[src/rtl/swd_pkg.sv]
package swd_pkg;
  localparam logic [7:0] ADDR_ACT  = 8'h30;
  localparam logic [7:0] ADDR_MODE = 8'hF5;
  localparam logic [7:0] ADDR_CNT  = 8'hF6;
  localparam logic [7:0] ADDR_EN   = 8'hF7;

  typedef struct packed {
    logic active;
    logic minute;
    logic aux;
    logic pulse_en;
    logic kb_en;
    logic ms_en;
  } cfg_t;
endpackage

[src/rtl/swd_regs.sv]
module swd_regs
  import swd_pkg::*;
#(
  parameter int DATA_W = 8
) (
  input  logic              clk_i,
  input  logic              rst_ni,
  input  logic [7:0]        addr_i,
  input  logic [DATA_W-1:0] wdata_i,
  input  logic              we_i,
  input  logic              expire_i,
  input  logic [DATA_W-1:0] cnt_i,
  output cfg_t              cfg_o,
  output logic [DATA_W-1:0] rdata_o
);
  cfg_t cfg_q;
  logic status_q;

  always_ff @(posedge clk_i or negedge rst_ni) begin
    if (!rst_ni) begin
      cfg_q    <= '0;
      status_q <= 1'b0;
    end else begin
      if (we_i) begin
        unique case (addr_i)
          ADDR_ACT:  cfg_q.active <= wdata_i[0];
          ADDR_MODE: begin
            cfg_q.minute   <= wdata_i[3];
            cfg_q.aux      <= wdata_i[2];
            cfg_q.pulse_en <= wdata_i[1];
          end
          ADDR_EN: begin
            cfg_q.kb_en <= wdata_i[7];
            cfg_q.ms_en <= wdata_i[6];
          end
          default: ;
        endcase
      end
      // expiry wins over a same-cycle clear
      if (expire_i) status_q <= 1'b1;
      else if (we_i && addr_i == ADDR_EN && wdata_i[4]) status_q <= 1'b0;
    end
  end

  always_comb begin
    rdata_o = '0;
    unique case (addr_i)
      ADDR_ACT:  rdata_o[0] = cfg_q.active;
      ADDR_MODE: rdata_o[3:1] = {cfg_q.minute, cfg_q.aux, cfg_q.pulse_en};
      ADDR_CNT:  rdata_o = cnt_i;
      ADDR_EN:   begin
        rdata_o[7] = cfg_q.kb_en;
        rdata_o[6] = cfg_q.ms_en;
        rdata_o[4] = status_q;
      end
      default: ;
    endcase
  end

  assign cfg_o = cfg_q;

  assert_status_set_R10: assert property (@(posedge clk_i) disable iff (!rst_ni)
    expire_i |=> status_q);
endmodule

[src/rtl/swd_counter.sv]
module swd_counter #(
  parameter int DATA_W    = 8,
  parameter int MIN_TICKS = 60
) (
  input  logic              clk_i,
  input  logic              rst_ni,
  input  logic              active_i,
  input  logic              minute_i,
  input  logic              ld_i,
  input  logic [DATA_W-1:0] ld_val_i,
  input  logic              act_hit_i,
  input  logic              tick_i,
  output logic [DATA_W-1:0] cnt_o,
  output logic              expire_o
);
  localparam int PRE_W = (MIN_TICKS > 1) ? $clog2(MIN_TICKS) : 1;
  localparam logic [PRE_W-1:0] PRE_LAST = PRE_W'(MIN_TICKS - 1);

  logic [DATA_W-1:0] cnt_q, reload_q;
  logic [PRE_W-1:0]  pre_q;
  logic run, reload, tick_run, step;

  assign run      = active_i && (cnt_q != '0);
  assign reload   = !ld_i && run && act_hit_i;
  assign tick_run = !ld_i && !reload && run && tick_i;
  assign step     = tick_run && (!minute_i || pre_q == PRE_LAST);
  assign expire_o = step && (cnt_q == DATA_W'(1));

  always_ff @(posedge clk_i or negedge rst_ni) begin
    if (!rst_ni) begin
      cnt_q    <= '0;
      reload_q <= '0;
      pre_q    <= '0;
    end else if (ld_i) begin
      cnt_q    <= ld_val_i;
      reload_q <= ld_val_i;
      pre_q    <= '0;
    end else if (reload) begin
      cnt_q <= reload_q;
      pre_q <= '0;
    end else if (tick_run) begin
      if (minute_i) pre_q <= (pre_q == PRE_LAST) ? '0 : pre_q + 1'b1;
      if (step) cnt_q <= cnt_q - 1'b1;
    end
  end

  assign cnt_o = cnt_q;

  assert_hold_inactive_R8: assert property (@(posedge clk_i) disable iff (!rst_ni)
    (!active_i && !ld_i) |=> $stable(cnt_q));
  assert_zero_stays_R11: assert property (@(posedge clk_i) disable iff (!rst_ni)
    (cnt_q == '0 && !ld_i) |=> cnt_q == '0);
  assert_single_step_R3: assert property (@(posedge clk_i) disable iff (!rst_ni)
    (!ld_i && !act_hit_i) |=> (cnt_q == $past(cnt_q) || cnt_q == $past(cnt_q) - 1'b1));
endmodule

[src/rtl/swd_pulse.sv]
module swd_pulse #(
  parameter int PULSE_CYCLES = 16
) (
  input  logic clk_i,
  input  logic rst_ni,
  input  logic expire_i,
  input  logic en_i,
  output logic pulse_no
);
  localparam int PW = $clog2(PULSE_CYCLES + 1);

  logic [PW-1:0] left_q;

  always_ff @(posedge clk_i or negedge rst_ni) begin
    if (!rst_ni)                left_q <= '0;
    else if (expire_i && en_i)  left_q <= PW'(PULSE_CYCLES);
    else if (left_q != '0)      left_q <= left_q - 1'b1;
  end

  assign pulse_no = (left_q == '0);

  assert_pulse_gated_R6: assert property (@(posedge clk_i) disable iff (!rst_ni)
    $fell(pulse_no) |-> $past(expire_i && en_i));
endmodule

[src/rtl/seconds_wdt.sv]
module seconds_wdt
  import swd_pkg::*;
#(
  parameter int DATA_W       = 8,
  parameter int MIN_TICKS    = 60,
  parameter int PULSE_CYCLES = 16
) (
  input  logic              clk_i,
  input  logic              rst_ni,
  input  logic [7:0]        addr_i,
  input  logic [DATA_W-1:0] wdata_i,
  input  logic              we_i,
  output logic [DATA_W-1:0] rdata_o,
  input  logic              tick_i,
  input  logic              kb_act_i,
  input  logic              ms_act_i,
  output logic              kbrst_no
);
  cfg_t cfg;
  logic [DATA_W-1:0] cnt;
  logic expire, act_hit, ld;

  assign ld      = we_i && (addr_i == ADDR_CNT);
  assign act_hit = (kb_act_i && cfg.kb_en) || (ms_act_i && cfg.ms_en);

  swd_regs #(.DATA_W(DATA_W)) u_regs (
    .clk_i, .rst_ni, .addr_i, .wdata_i, .we_i,
    .expire_i(expire), .cnt_i(cnt), .cfg_o(cfg), .rdata_o
  );

  swd_counter #(.DATA_W(DATA_W), .MIN_TICKS(MIN_TICKS)) u_cnt (
    .clk_i, .rst_ni, .active_i(cfg.active), .minute_i(cfg.minute),
    .ld_i(ld), .ld_val_i(wdata_i), .act_hit_i(act_hit), .tick_i,
    .cnt_o(cnt), .expire_o(expire)
  );

  swd_pulse #(.PULSE_CYCLES(PULSE_CYCLES)) u_pulse (
    .clk_i, .rst_ni, .expire_i(expire), .en_i(cfg.pulse_en), .pulse_no(kbrst_no)
  );
endmodule

[config.mk]
export PLATFORM = sky130hd
export DESIGN_NAME = seconds_wdt
export DESIGN_NICKNAME = d
export VERILOG_FILES = /design/src/rtl/swd_pkg.sv /design/src/rtl/swd_regs.sv /design/src/rtl/swd_counter.sv /design/src/rtl/swd_pulse.sv /design/src/rtl/seconds_wdt.sv
export SDC_FILE = /design/constraint.sdc
export NUM_CORES = 1
export LEC_CHECK = 0
export BUFFER_PORTS_ARGS = -buffer_cell sky130_fd_sc_hd__buf_4
export CAP_MARGIN = 20
export CORE_UTILIZATION = 55
export CTS_CLUSTER_SIZE = 12
export DETAILED_ROUTE_END_ITERATION = 10
export GPL_ROUTABILITY_DRIVEN = 0
export HOLD_SLACK_MARGIN = 0.02
export PLACE_DENSITY = 0.76
export RECOVER_POWER = 50
export SYNTH_ARGS = -nofsm -noshare
export SYNTH_HDL_FRONTEND = slang
export SYNTH_HIERARCHICAL = 1
export SYNTH_SLANG_ARGS = --single-unit
[constraint.sdc]
create_clock -name clk_i -period 2.6 [get_ports clk_i]
set_input_delay 0.39 -clock clk_i [delete_from_list [all_inputs] [get_ports clk_i]]
set_output_delay 0.39 -clock clk_i [all_outputs]
set_load 0.1 [all_outputs]
==> flow_summary.ini, run 1 <==
[outcome]
status = finished, violations left
violations = capacitance limit, slew limit

[finish]
seqCellArea_um2 = 851
final_common_cell = dfrtp_1
diodes = 0
multi_input_area_um2 = 1120
drive_gt1_share_pct = 24.8
nFillCells = 296
final_cell_mix = 34 x dfrtp_1, 33 x buf_4, 25 x nand2_1
utilization_pct = 71.9
final_cell_area_um2 = 2490
stdcell_count = 308
syn2layout_area_growth_pct = 20.2
nNetsFinal = 287

[yosys]
synth.cell_area_um2 = 2080
synth_nets = 250
synth-edff-count = 0
avgSynthCellArea_um2 = 9.27
seq_area_frac_synth_pct = 41.0
yosys_warnings = 6
synth-main-ff-cell = dfrtp_1
synth_seq_cells = 34
async_reset_ff_share_pct = 100
yosysUniqueCellTypes = 56
synth_cells = 224

[clock_network]
post-cts-setup-buffer-count = 0
cts_hold_repair.buffers = 0
cts_max_level = 2
cts-root-buf = clkbuf_8
clock_latency_ns = 0.29
clock-sinks = 34
post_cts_resized = 0
cts_tree = built
clk_pin_slew_ns = 0.07
cts_buffer_depth = 2
cts_buffers = 5

[detailed_routing]
drtIter0Drc = 140
postRouteAntennaNets = 0
route.detailed.drc = 0
wire_per_inst_um = 16.1
num_vias = 1870
vias_per_cell = 6.07
routed_wl_um = 4970
drt-pass1-iter-count = 4

[worst_hold_path]
min_path_type = primary input to flop
hold_path_depth = 2
hp-start = wdata_i[4]
holdPathEnd = u_regs/status_q

[timing]
clock_skew_ns = 0.00672
final.setup.tns_ns = 0
max_slew_margin_pct = -21.0
drv_slew = 35
rsz0062_at_grt = false
fmaxAchievable_mhz = 430
setup_viol = 0
hold_slack_ns = 0.295
worst_pin_slew_ns = 1.81
min_period_ns = 2.32
hold_viol = 0
post-route-period-util_pct = 89.4

[worst_setup_path]
worstPathMaxFanout = 5
reg2reg_from = u_cnt/cnt_o[0]
cp.arrival_ns = 1.93
crit_required_ns = 2.21
r2r_cells = 8
criticalPathCategory = flop to primary output
worst_r2r_endpoint = u_cnt/cnt_o[7]
critPathLaunchType = flop
r2r_setup_slack_ns = 0.38
end_kind = primary output

[global_route]
grtUsageMet3_pct = 8.15
grt_pass1_wl_um = 8380
grt_use_met2_pct = 42.2
met1_usage_pct = 36.5
antenna_found_initial = 0
grt.busiest_layer = met2
globalRouteOverflowTotal = 0
first_global_vias = 1746
grt_max_degree = 35
grt_usage_pct = 27.4

[floorplanning]
dieArea_um2 = 4020
rows = 21
num_io_pins = 31
fp.dieH_um = 63.4
coreArea_um2 = 3470
start_util_pct = 59.8
die_width_um = 63.4

[power]
p_leak_uw = 0.00115
ir_worst_vdd_mv = 0.512
p_per_area_nw_per_um2 = 766

[run]
max_cap_violations = 1

[placement]
place_inst = 300
port_buffers = 30
dpl_cell_area_um2 = 2380
hpwlAfterDp_um = 3630
==> kinds of logic after synthesis <==
| family | Yosys count | share of synthesized area [%] |
|---|---|---|
| XOR/XNOR | 3 | 1.27 |
| multiplexers | 14 | 7.29 |
| adder cells (fa/ha/maj) | 4 | 2.41 |
| flip-flops | 34 | 41.0 |
| buffers and inverters | 22 | 4.34 |
| AND/OR/NAND/NOR | 95 | 26.3 |
| AO/OA/AOI/OAI | 52 | 17.4 |
==> cells in the mapped netlist (all sizes together), types with 6 or more instances <==
| cell | instances | area (um2) |
|---|---|---|
| nand2 | 25 | 93.8 |
| mux2 | 9 | 101 |
| nor2 | 23 | 88.8 |
| nor3 | 6 | 35.0 |
| nor4 | 6 | 58.8 |
| inv | 17 | 63.8 |
| a21oi | 14 | 70.1 |
| dfrtp | 34 | 851 |
| o21ai | 11 | 66.3 |
==> worst max-delay path, stage by stage, from the launching register on <==
cell     delay [ns]
dfrtp_1        0.41
inv_1          0.07
ha_1           0.21
or4b_1         0.57
inv_1          0.09
buf_4          0.28
==> area by class of cell <==
cell class | count | share of cell area (%)
clock buffers | 6 | 3.31
inverters | 17 | 2.56
flip-flops and latches | 34 | 34.1
clock inverters | 2 | 2.41
multi-input cells | 168 | 45.1
repair buffers | 35 | 10.2
well taps | 46 | 2.31
==> through the flow <==
step	total power, uW	setup slack (ns)
floorplan	1160	0.00464
global placement	1290	0.522
detailed placement	1310	0.428
CTS	1920	0.274
global route	2030	0.153
finish	1910	0.277
==> registers in the layout (all words and copies together), names as in the netlist <==
register and count:
u_cnt/cnt_o 8, u_cnt/pre_q 6, u_cnt/reload_q 8, u_pulse/left_q 5, u_regs/cfg_o 6, u_regs/status_q 1
==> power breakdown <==
part	internal, uW	switching (uW)
Sequential	615	104
Clock	409	190
Combinational	271	323
==> worst max path at each step <==
stage / from / to / slack [ns]
floorplan: addr_i[3] / rdata_o[0] / 0.005
global placement: u_cnt/cnt_o[0] / u_pulse/left_q[2] / 0.52
detailed placement: u_cnt/cnt_o[0] / u_cnt/cnt_o[7] / 0.43
CTS: u_pulse/left_q[0] / kbrst_no / 0.27
global route: u_pulse/left_q[0] / kbrst_no / 0.15
finish: u_pulse/left_q[0] / kbrst_no / 0.28
==> per-layer routing <==
layer | routed length [um] | up-vias
met5 | 0 | -
met4 | 55 | 0
met3 | 273 | 8
met2 | 2450 | 63
met1 | 2190 | 905
li1 | - | 894
Note: power is estimated with default switching activity, not from simulation.
==> run 2: changes to the inputs <==
Settings changed: BUFFER_PORTS_ARGS -buffer_cell sky130_fd_sc_hd__buf_4 to unset, DONT_BUFFER_PORTS set to 1, PLACE_DENSITY 0.76 to 0.69.
==> run 2 against run 1 <==
The run still ends with capacitance limit, slew limit left. Via count decreased by 3.5%. Global-route usage decreased by 1.1 points. Clock skew increased by 0.0014 ns. Critical path depth unchanged. Register-to-register slack got worse by 0.08 ns. Non-clock buffer count decreased by 20. Critical path type unchanged. Largest power group unchanged.
==> flow_summary.ini, run 2 (synthesized netlist as in run 1, its figures left out) <==
[timing]
rsz0062_at_grt = false
clock_skew_ns = 0.00810
drv_slew = 35
final.setup.tns_ns = 0
min_period_ns = 2.33
max_slew_margin_pct = -1.49
post-route-period-util_pct = 89.5
worst_pin_slew_ns = 1.52
fmaxAchievable_mhz = 430
setup_ws_ns = 0.272
hold_viol = 0
setup_viol = 0

[placement]
place_ws_ns = 0.317
port_buffers = 0
place_inst = 278
hpwlAfterDp_um = 3680

[global_route]
grt_usage_pct = 26.3
grt_max_degree = 35
globalRouteOverflowTotal = 0
first_global_vias = 1733
grt_pass1_wl_um = 8200
antenna_found_initial = 0

[worst_setup_path]
criticalPathCategory = flop to primary output
cp.arrival_ns = 1.94
critPathLaunchType = flop
r2r_setup_slack_ns = 0.30
reg2reg_from = u_cnt/cnt_o[0]
r2r_cells = 10
worstPathMaxFanout = 5
worst_r2r_endpoint = u_pulse/left_q[2]
end_kind = primary output
crit_required_ns = 2.21
setup.worst_path.start = u_pulse/left_q[0]
cp-endpoint = kbrst_no

[floorplanning]
dieArea_um2 = 4020
start_util_pct = 59.8
die_width_um = 63.4
fp.dieH_um = 63.4
rows = 21
coreArea_um2 = 3470
num_io_pins = 31

[clock_network]
cts_tree = built
cts_buffers = 5
clock_latency_ns = 0.28
clk_pin_slew_ns = 0.07
cts-root-buf = clkbuf_8
cts_max_level = 2
post_cts_resized = 0
clock-sinks = 34
post-cts-setup-buffer-count = 0
cts_buffer_depth = 2

[detailed_routing]
drtIter0Drc = 138
num_vias = 1805
route.detailed.drc = 0
vias_per_cell = 6.27
drt-pass1-iter-count = 4
routed_wl_um = 4900
postRouteAntennaNets = 0
wire_per_inst_um = 17.0

[power]
p_leak_uw = 0.00104
ir_worst_vdd_mv = 0.521
p_per_area_nw_per_um2 = 722

[worst_hold_path]
min_path_type = primary input to flop

[finish]
syn2layout_area_growth_pct = 12.6
drive_gt1_share_pct = 20.2
utilization_pct = 67.4
final_cell_mix = 34 x dfrtp_1, 25 x nand2_1, 17 x inv_1
final_common_cell = dfrtp_1
nNetsFinal = 267
nFillCells = 294
diodes = 0
stdcell_count = 288

[run]
max_cap_violations = 1

[outcome]
violations = capacitance limit, slew limit
status = finished, violations left
==> run 2: routing by layer <==
layer,share of wire [%],track usage [%]
met1,45,34.8
met2,48,42.8
met3,5.8,5.25
met4,1.7,8.81
met5,0,0
==> run 2: timing repair <==
item	in CTS	in global routing
hold endpoints to repair	34	0
hold buffers	2	0
endpoints found under the setup margin	0	0
==> run 2: metrics by stage <==
stage / total power (uW) / hold WS [ns] / area (um2)
2_1_floorplan: 1160 / 0.0944 / 2090
3_3_place_gp: 1250 / 0.0951 / 2240
3_5_place_dp: 1270 / 0.0951 / 2240
4_1_cts: 1690 / 0.193 / 2370
5_1_grt: 1790 / 0.191 / 2340
6_report: 1690 / 0.196 / 2340
==> run 2: critical path: stages (launching register included) <==
cell and delay (ns):
dfrtp_1 0.39, inv_1 0.07, ha_1 0.21, or4b_1 0.59, inv_1 0.10, buf_4 0.29
==> run 2: worst min path at each step <==
| stage | startpoint | endpoint | cells after the start |
|---|---|---|---|
| final | wdata_i[4] | u_regs/status_q | 1 |
| after global routing | wdata_i[4] | u_regs/status_q | 1 |
| after CTS | wdata_i[4] | u_regs/status_q | 1 |
| after detailed placement | rst_ni | u_cnt/reload_q[5] | 0 |
| after global placement | rst_ni | u_cnt/reload_q[7] | 0 |
| after floorplan | rst_ni | u_cnt/cnt_o[0] | 0 |
==> run 2: report_power, final <==
part	internal [uW]	total, uW	switching (uW)
combinational	255	572	317
clock	214	398	185
sequential	615	716	101
==> run 2: final cells by class <==
cell class | instances | area (um2) | area share [%]
Multi-Input combinational cell | 168 | 1160 | 49.5
Tap cell | 46 | 57.6 | 2.46
Inverter | 17 | 63.8 | 2.73
Clock buffer | 7 | 86.3 | 3.69
Sequential cell | 34 | 851 | 36.4
Timing Repair Buffer | 15 | 116 | 4.98
Clock inverter | 1 | 5.00 | 0.214
==> run 3: changes to the inputs <==
Settings changed: PLACE_DENSITY 0.69 to 0.72, RECOVER_POWER 50 to 25, SETUP_SLACK_MARGIN set to 0.3.
Clock period 2.6 ns to 2.1 ns, I/O delays scaled along.
==> run 3 against run 2 <==
The flow finishes with violations (setup timing). Routed wire length up 54%. Die area unchanged. Count of clock-buffer cells in the layout decreased by 2. Register-to-register slack got worse by 0.34 ns. Final area is 29% higher. Non-clock buffer count up 36. Combinational power increased to 2.6 times the previous value. Critical path depth is 4 higher. Sequential cell count did not move. Sequential share of layout area is 8.0 points lower. First-iteration DRC count rose by 110%. Core utilization up 19 points. Critical path type is now flop to flop.
==> flow_summary.ini, run 3 (synthesized netlist as in run 1, its figures left out) <==
[global_route]
grt_max_degree = 35
globalRouteOverflowTotal = 0
first_global_vias = 2129
antenna_found_initial = 0
grt_pass1_wl_um = 10200
grt_usage_pct = 33.7

[power]
p_clk_share_pct = 20.7
swShare_pct = 37.8
intPower_uw = 1850
combPwrFrac_pct = 49.0
p_leak_uw = 0.00128
p_sw_uw = 1130
pwr-share-seq_pct = 30.3
p_per_area_nw_per_um2 = 991
ir_worst_vdd_mv = 0.993

[clock_network]
clk_pin_slew_ns = 0.07
cts_tree = built
clock_latency_ns = 0.30
cts-root-buf = clkbuf_8
cts_max_level = 2
clock-sinks = 34
cts_buffers = 5
cts_buffer_depth = 2

[worst_setup_path]
r2r_cells = 9
worst-path-stages = 9
slowest_delay_ns = 0.41
crit_required_ns = 2.29
criticalPathCategory = flop to flop
critPathLaunchType = flop
path_cells = inv_2 -> ha_4 -> or3b_4 -> o21ai_4 -> nand2_4 -> nor3_4 -> nand2_2 -> nand4b_1 -> nand2_1
cp_slowest_cell = dfrtp_1
cp_top_family = simple AND/OR/NAND/NOR gates
end_kind = flop
cp.arrival_ns = 2.33
timing.critical_path.buf_inv = 1
worstPathMaxFanout = 4

[timing]
drv_slew = 0
worst_pin_slew_ns = 0.841
hold_viol = 0
setup_ws_ns = -0.0390
post-route-period-util_pct = 102
hold_slack_ns = 0.121
clock_skew_ns = 0.00739
min_period_ns = 2.14
max_slew_margin_pct = 43.9
rsz0062_at_grt = true
setup_viol = 3
final.setup.tns_ns = -0.0511
fmaxAchievable_mhz = 468

[worst_hold_path]
hold_path_depth = 1
min_path_type = primary input to flop

[finish]
stdcell_count = 324
final_common_cell = buf_4
syn2layout_area_growth_pct = 45.0
final_cell_mix = 32 x buf_4, 30 x dfrtp_1, 22 x nand2_1
drive_gt1_share_pct = 48.6
nNetsFinal = 303
utilization_pct = 86.8
diodes = 0

[floorplanning]
start_util_pct = 59.8
coreArea_um2 = 3470
rows = 21
dieArea_um2 = 4020
num_io_pins = 31
die_width_um = 63.4
fp.dieH_um = 63.4

[placement]
place_inst = 284
place_ws_ns = 0.0211
hpwlAfterDp_um = 3740
port_buffers = 0

[run]
max_cap_violations = 0

[detailed_routing]
route.detailed.drc = 0
drt-pass1-iter-count = 5
postRouteAntennaNets = 0
num_vias = 2244
routed_wl_um = 7560
vias_per_cell = 6.93
wire_per_inst_um = 23.3
drtIter0Drc = 287

[outcome]
violations = setup timing
status = finished, violations left
-- run 3: path summary, 6_finish.rpt --
path / start / slack, ns / endpoint
worst max-delay path: u_cnt/cnt_o[1] / -0.04 / u_pulse/left_q[2]
worst min-delay path: wdata_i[4] / 0.12 / u_regs/status_q
max in group asynchronous: rst_ni / 0.85 / u_cnt/pre_q[0]
worst min register to register: u_cnt/reload_q[2] / 0.52 / u_cnt/reload_q[2]
min in group asynchronous: rst_ni / 0.66 / u_cnt/reload_q[7]
worst max register to register: u_cnt/cnt_o[1] / -0.04 / u_pulse/left_q[2]
-- run 3: power groups by stage --
stage / combinational [uW] / clock, uW / sequential (uW)
detailed placement: 824 / 0 / 887
finish: 1460 / 618 / 903
global route: 1520 / 650 / 911
global placement: 789 / 0 / 881
CTS: 1110 / 614 / 866
floorplan: 659 / 0 / 866
-- run 3: what timing repair did --
| action | in CTS | in global routing |
|---|---|---|
| hold buffers | 2 | 0 |
| endpoints found under the hold margin | 34 | 0 |
| gates cloned | 1 | 0 |
| pin swaps | 15 | 11 |
| buffers inserted | 21 | 8 |
| endpoints found under the setup margin | 20 | 23 |
| gates resized for setup | 28 | 38 |
-- run 3: metal layers --
layer	wire length, um	share of wire [%]	GRT usage [%]
met1	2720	36	40.0
met2	3830	51	56.0
met3	631	8.3	9.06
met4	381	5.0	16.5
met5	0	0	0
-- run 3: per-stage QoR --
stage	total power, uW	instance area, um2
floorplan	1530	2200
global placement	1670	2370
detailed placement	1710	2370
CTS	2590	2800
global route	3080	3010
finish	2980	3010
-- run 3: layout make-up --
| class | instances | area, um2 |
|---|---|---|
| Sequential cell | 34 | 856 |
| Fill cell | 157 | 459 |
| Timing Repair Buffer | 51 | 447 |
| Clock inverter | 3 | 45.0 |
| Clock buffer | 5 | 68.8 |
| Inverter | 17 | 67.6 |
| Tap cell | 46 | 57.6 |
| Multi-Input combinational cell | 168 | 1470 |
